===== src/rtl/pseq_pkg.sv =====
package pseq_pkg;

   localparam int BSEL_W = 8;
   localparam int GPO_W  = 4;
   localparam int WORD_W = BSEL_W + GPO_W + 4;

   // Pattern word layout, MSB first: end, ack, step, column, outputs, byte-selects
   typedef struct packed {
      logic              last;
      logic              ack;
      logic              step;
      logic              col;
      logic [GPO_W-1:0]  gpo;
      logic [BSEL_W-1:0] bsel;
   } pat_word_t;

   typedef enum logic [1:0] {
      KIND_RD_SINGLE = 2'd0,
      KIND_RD_BURST  = 2'd1,
      KIND_WR_SINGLE = 2'd2,
      KIND_WR_BURST  = 2'd3
   } acc_kind_t;

endpackage


===== src/rtl/pseq_pattern_ram.sv =====
module pseq_pattern_ram
   import pseq_pkg::*;
#(
   parameter  int DEPTH = 64,
   localparam int AW    = $clog2(DEPTH)
) (
   input  logic              clk,
   input  logic              rst_n,
   input  logic              wr_en,
   input  logic              wr_lock,
   input  logic [AW-1:0]     wr_addr,
   input  logic [WORD_W-1:0] wr_data,
   input  logic [AW-1:0]     rd_addr,
   output logic [WORD_W-1:0] rd_data
);

   generate
      if (DEPTH < 8 || (DEPTH & (DEPTH - 1)) != 0) begin : g_bad_depth
         $error("pseq_pattern_ram: DEPTH must be a power of two of at least 8");
      end
   endgenerate

   logic [WORD_W-1:0] mem [DEPTH];

   always_ff @(posedge clk or negedge rst_n) begin
      if (!rst_n) begin
         for (int i = 0; i < DEPTH; i++) mem[i] <= '0;
      end else if (wr_en && !wr_lock) begin
         mem[wr_addr] <= wr_data;
      end
   end

   assign rd_data = mem[rd_addr];

   // A locked write must leave each slot untouched
   generate
      for (genvar g = 0; g < DEPTH; g++) begin : g_guard
         assert_locked_write_R9: assert property (@(posedge clk) disable iff (!rst_n)
            (wr_en && wr_lock && wr_addr == AW'(g)) |=> $stable(mem[g]))
            else $error("pattern slot changed during a run");
      end
   endgenerate

endmodule


===== src/rtl/pseq_ctrl.sv =====
module pseq_ctrl
   import pseq_pkg::*;
#(
   parameter  int DEPTH  = 64,
   localparam int AW     = $clog2(DEPTH),
   localparam int SLOT_W = AW - 2
) (
   input  logic          clk,
   input  logic          rst_n,
   input  logic          req_valid,
   input  logic [1:0]    req_kind,
   input  logic          word_last,
   output logic          running,
   output logic          accept,
   output logic [AW-1:0] ptr
);

   logic [AW-1:0] start_ptr;

   // Each access kind owns one quarter of the pattern RAM
   assign start_ptr = {req_kind, {SLOT_W{1'b0}}};
   assign accept    = req_valid && !running;

   always_ff @(posedge clk or negedge rst_n) begin
      if (!rst_n) begin
         running <= 1'b0;
         ptr     <= '0;
      end else if (accept) begin
         running <= 1'b1;
         ptr     <= start_ptr;
      end else if (running) begin
         ptr <= ptr + 1'b1;
         if (word_last) running <= 1'b0;
      end
   end

   assert_dispatch_R2: assert property (@(posedge clk) disable iff (!rst_n)
      (req_valid && !running) |=> (running && ptr[AW-1 -: 2] == $past(req_kind)
                                   && ptr[SLOT_W-1:0] == '0))
      else $error("dispatch slot wrong");

   assert_step_R3: assert property (@(posedge clk) disable iff (!rst_n)
      (running && !word_last) |=> (running && ptr == $past(ptr) + 1'b1))
      else $error("pattern pointer did not advance");

   assert_end_R7: assert property (@(posedge clk) disable iff (!rst_n)
      (running && word_last) |=> !running)
      else $error("sequence ran past its final word");

endmodule


===== src/rtl/pseq_addr_path.sv =====
module pseq_addr_path #(
   parameter  int ADDR_W = 16,
   localparam int HALF   = ADDR_W / 2
) (
   input  logic              clk,
   input  logic              rst_n,
   input  logic              load,
   input  logic [ADDR_W-1:0] load_addr,
   input  logic              run,
   input  logic              step,
   input  logic              col_sel,
   output logic [HALF-1:0]   mem_addr
);

   generate
      if (ADDR_W < 4 || (ADDR_W % 2) != 0) begin : g_bad_width
         $error("pseq_addr_path: ADDR_W must be even and at least 4");
      end
   endgenerate

   logic [ADDR_W-1:0] addr_q;
   logic [HALF-1:0]   row_half, col_half;

   always_ff @(posedge clk or negedge rst_n) begin
      if (!rst_n)            addr_q <= '0;
      else if (load)         addr_q <= load_addr;
      else if (run && step)  addr_q <= addr_q + 1'b1;
   end

   assign row_half = addr_q[ADDR_W-1:HALF];
   assign col_half = addr_q[HALF-1:0];

   always_comb begin
      if (!run)         mem_addr = '0;
      else if (col_sel) mem_addr = col_half;
      else              mem_addr = row_half;
   end

   assert_increment_R5: assert property (@(posedge clk) disable iff (!rst_n)
      (run && step) |=> (addr_q == $past(addr_q) + 1'b1))
      else $error("address did not step");

   assert_hold_R5: assert property (@(posedge clk) disable iff (!rst_n)
      (run && !step) |=> $stable(addr_q))
      else $error("address moved without a step bit");

endmodule


===== src/rtl/pseq_sequencer.sv =====
module pseq_sequencer
   import pseq_pkg::*;
#(
   parameter  int ADDR_W = 16,
   parameter  int DEPTH  = 64,
   localparam int AW     = $clog2(DEPTH),
   localparam int HALF   = ADDR_W / 2
) (
   input  logic              clk,
   input  logic              rst_n,
   input  logic              req_valid,
   input  logic [1:0]        req_kind,
   input  logic [ADDR_W-1:0] req_addr,
   output logic              busy,
   output logic              ack,
   output logic [HALF-1:0]   mem_addr,
   output logic [BSEL_W-1:0] bsel,
   output logic [GPO_W-1:0]  gpo,
   input  logic              cfg_we,
   input  logic [AW-1:0]     cfg_addr,
   input  logic [WORD_W-1:0] cfg_wdata
);

   logic              running;
   logic              accept;
   logic [AW-1:0]     ptr;
   logic [WORD_W-1:0] rd_data;
   pat_word_t         word;

   pseq_pattern_ram #(.DEPTH(DEPTH)) u_ram (
      .clk     (clk),
      .rst_n   (rst_n),
      .wr_en   (cfg_we),
      .wr_lock (running),
      .wr_addr (cfg_addr),
      .wr_data (cfg_wdata),
      .rd_addr (ptr),
      .rd_data (rd_data)
   );

   assign word = pat_word_t'(rd_data);

   pseq_ctrl #(.DEPTH(DEPTH)) u_ctrl (
      .clk       (clk),
      .rst_n     (rst_n),
      .req_valid (req_valid),
      .req_kind  (req_kind),
      .word_last (word.last),
      .running   (running),
      .accept    (accept),
      .ptr       (ptr)
   );

   pseq_addr_path #(.ADDR_W(ADDR_W)) u_addr (
      .clk       (clk),
      .rst_n     (rst_n),
      .load      (accept),
      .load_addr (req_addr),
      .run       (running),
      .step      (word.step),
      .col_sel   (word.col),
      .mem_addr  (mem_addr)
   );

   // Pattern bits reach the pins only while a sequence runs
   assign busy = running;
   assign ack  = running & word.ack;
   assign bsel = running ? word.bsel : '0;
   assign gpo  = running ? word.gpo  : '0;

   assert_idle_quiet_R1: assert property (@(posedge clk) disable iff (!rst_n)
      !busy |-> (!ack && bsel == '0 && gpo == '0 && mem_addr == '0))
      else $error("pins active while idle");

endmodule


===== config.mk =====
export PLATFORM = sky130hd
export DESIGN_NAME = pseq_sequencer
export DESIGN_NICKNAME = d
export VERILOG_FILES = /design/src/rtl/pseq_pkg.sv /design/src/rtl/pseq_pattern_ram.sv /design/src/rtl/pseq_ctrl.sv /design/src/rtl/pseq_addr_path.sv /design/src/rtl/pseq_sequencer.sv
export SDC_FILE = /design/constraint.sdc
export NUM_CORES = 2
export LEC_CHECK = 0
export ABC_AREA = 1
export BUFFER_PORTS_ARGS = -buffer_cell sky130_fd_sc_hd__buf_2
export CORE_MARGIN = 1.5
export CORE_UTILIZATION = 60
export DETAILED_ROUTE_END_ITERATION = 8
export HOLD_SLACK_MARGIN = 0.12
export PLACE_DENSITY = 0.76
export RECOVER_POWER = 100
export SLEW_MARGIN = 20
export SYNTH_ARGS = -nofsm -noshare
export SYNTH_HDL_FRONTEND = slang
export SYNTH_SLANG_ARGS = --single-unit

===== constraint.sdc =====
create_clock -name clk -period 2.7 [get_ports clk]
set_input_delay 0.675 -clock clk [delete_from_list [all_inputs] [get_ports clk]]
set_output_delay 0.675 -clock clk [all_outputs]
set_load 0.005 [all_outputs]

==> results_dict.tcl <==
set metrics [dict create \
    worstPathRequired_ns 2.03 \
    finalClockSkew_ns 0.0263 \
    max_clock_freq_mhz 262 \
    final.period_utilization_pct 141 \
    ys_ff_latch 1047 \
    endpoint_kind "output pin" \
    violations "max-capacitance violations, max-slew violations, negative setup slack" \
    yosysMostFrequentCell "nand2_1" \
    ys_seq_area_share_pct 55.2 \
    path_max_fanout 16 \
    synth_ff_type "dfrtp_1" \
    drtIter0Drc 6023 \
    rows 102 \
    fin_ws_ns -1.11 \
    worst_slew_pin_slew_ns 1.53 \
    fin_cells 6988 \
    slew_violations 36 \
    nets 5902 \
    cts-htree-levels 3 \
    power.density_mw_per_mm2 581 \
    via_per_inst 6.26 \
    dp_cells 6761 \
    ioPinCount 66 \
    cts_buffer_depth 3 \
    antenna_found_initial 3 \
    grt_pass1_wl_mm 238 \
    vias 43734 \
    setup_viol 124 \
    portBuffers 65 \
    ir_drop_mv 0.593 \
    grt_pass1_vias 41816 \
    die_y_um 284 \
    clk_pin_slew_ns 0.06 \
    drtPass1Iterations 6 \
    wl_per_cell_um 21.6 \
    netlist_area_mm2 0.0475 \
    root_buffer "clkbuf_16" \
    synth.top_cell.area_share_pct 55.2 \
    max_stage_delay_ns 0.57 \
    clock_latency_ns 0.68 \
    slowest_stage "dfrtp_4" \
    syn-instance-count 5813 \
    dp_slack_ns -0.797 \
    area_delta_synth_final_pct 16.4 \
    ys_top_cells_by_area "dfrtp_1, nand2_1, o21ai_0" \
    ys_types 29 \
    synth-edff-count 0 \
    start_kind "flop" \
    finalHoldViolCount 0 \
    cap_viol_max_count 1 \
    grt_overflow_total 0 \
    die_width_um 284 \
    crit_chain "buf_12, buf_16, buf_4, nand2_1, a21oi_1, o31ai_2, buf_4, nand3_2, nand3_2, a21oi_1, buf_4, buf_2" \
    arrival_ns 3.13 \
    diodes 0 \
    drive_gt1_share_pct 12.3 \
    grt_max_degree 97 \
    grt_use_total_pct 37.5 \
    gp_congestion 0.919 \
    clock_sink_count 1047 \
    hold_path_class "in2reg" \
    numCtsBuffers 107 \
    utilization_pct 71.0 \
    yosysTopAreaCell "dfrtp_1" \
    async_reset_ff_share_pct 100 \
    rsz0062_at_grt "yes" \
    yosys_warnings 0 \
    fill_cells 5996 \
    outcome "finished, violations left" \
    synth_nets 5859 \
    initial_core_util_pct 61.0 \
    fp.dieArea_mm2 0.0808 \
    coreArea_mm2 0.0778 \
    synthTopCellsByCount "nand2_1, o21ai_0, dfrtp_1" \
    period_needed_ns 3.81 \
    drcViolationCount 0 \
    hpwl_mm 90.3 \
    syn_area_per_cell_um2 8.17 \
    cp_common_cell "buf_4" \
    slew_headroom_pct -1.68 \
    routed_wl_mm 151 \
    tritoncts "built" \
    leakage_nw 24.9 \
    postRouteAntennaNets 0 \
    crit_type "reg2out" \
]
[metal layers]
metal	GRT usage (%)	vias to the layer above	wire length [µm]
li1	-	19491	-
met1	51.8	21153	59200
met2	56.1	2618	66700
met3	9.12	470	17500
met4	18.1	2	7590
met5	0	-	13
[cell usage in the layout (no fill, tap or decap), types with 33 or more instances in the layout]
cell       Yosys  final
nand2_1     1762   1762
o21ai_0     1264   1279
dfrtp_1     1047   1043
nand3_1      444    394
nor2_1       371    372
buf_4          9    191
clkbuf_16      0    111
a21oi_1      126    109
o221ai_1      66     65
buf_2        121     65
buf_12         0     65
clkbuf_4       0     53
nand3_2        0     48
o211ai_1      45     45
o31ai_1       52     38
clkbuf_1     362     33
[worst max-delay path, delay by kind of cell (launching register included)]
| family | cells | cell delay [ns] |
|---|---|---|
| flip-flops | 1 | 0.57 |
| buffers and inverters | 6 | 1.00 |
| AND/OR/NAND/NOR | 3 | 0.36 |
| AO/OA/AOI/OAI | 3 | 0.53 |
[what timing repair did]
action                     in CTS  in global routing
cloned                          9                  1
setup buffers                  14                  1
hold buffers                    1                  0
pin swaps                      26                 11
setup endpoints to repair      37                 37
resized for setup             115                 19
hold endpoints to repair        7                  0
[flip-flops by register name (all words and copies together) (netlist names)]
| signal | flops |
|---|---|
| u_ram.mem | 1024 |
| u_ctrl.running | 1 |
| u_ctrl.ptr | 6 |
| u_addr.addr_q | 16 |
[stage by stage]
| step | area (µm²) | total power, mW | setup TNS [ns] | hold WS, ns |
|---|---|---|---|---|
| finish | 55300 | 32.1 | -24.99 | 0.326 |
| global route | 55300 | 32.9 | -38.60 | 0.330 |
| CTS | 55500 | 32.2 | -20.48 | 0.313 |
| detailed placement | 50800 | 16.8 | -9.74 | 0.467 |
| global placement | 50800 | 16.8 | -9.06 | 0.460 |
| floorplan | 47500 | 16.2 | 0 | 0.379 |
[worst paths after layout]
path	startpoint	end	slack, ns	cells past startpoint
worst max-delay path	u_ctrl.ptr[0]	gpo[3]	-1.11	12
worst min-delay path	req_kind[1]	u_ctrl.ptr[5]	0.33	3
worst max register to register	u_ctrl.running	u_ram.mem[663]	-0.13	8
worst min register to register	u_ram.mem[5]	u_ram.mem[5]	0.48	2
max in group asynchronous	rst_n	u_ram.mem[115]	0.10	4
min in group asynchronous	rst_n	u_ram.mem[343]	0.91	2
[kinds of logic after synthesis]
kind of cell	after synthesis	synth area share [%]
adders and majority gates	2	0.0527
and+or+nand+nor	2599	21.9
buffers and inverters	562	4.85
DFF	1047	55.2
AOI/OAI and AO/OA	1592	17.8
xor gates and xnor gates	11	0.203
[report_power, final]
group          switching (mW)  internal [mW]  total (mW)
clock network            6.35           9.26        15.6
logic                   0.679          0.113       0.793
registers                   0           15.7        15.7
[cell type report]
type                            instances  area, µm²  share of cell area (%)
Clock buffer                          158       3200                    5.80
Clock inverter                         43        544                   0.985
Inverter                               42        196                   0.355
Multi-Input combinational cell       4204      19400                    35.1
Sequential cell                      1047      26200                    47.4
Tap cell                             1040       1300                    2.35
Timing Repair Buffer                  452       4370                    7.91
Timing Repair inverter                  2       25.0                  0.0453
No activity file was read; power rests on OpenSTA's default activity.
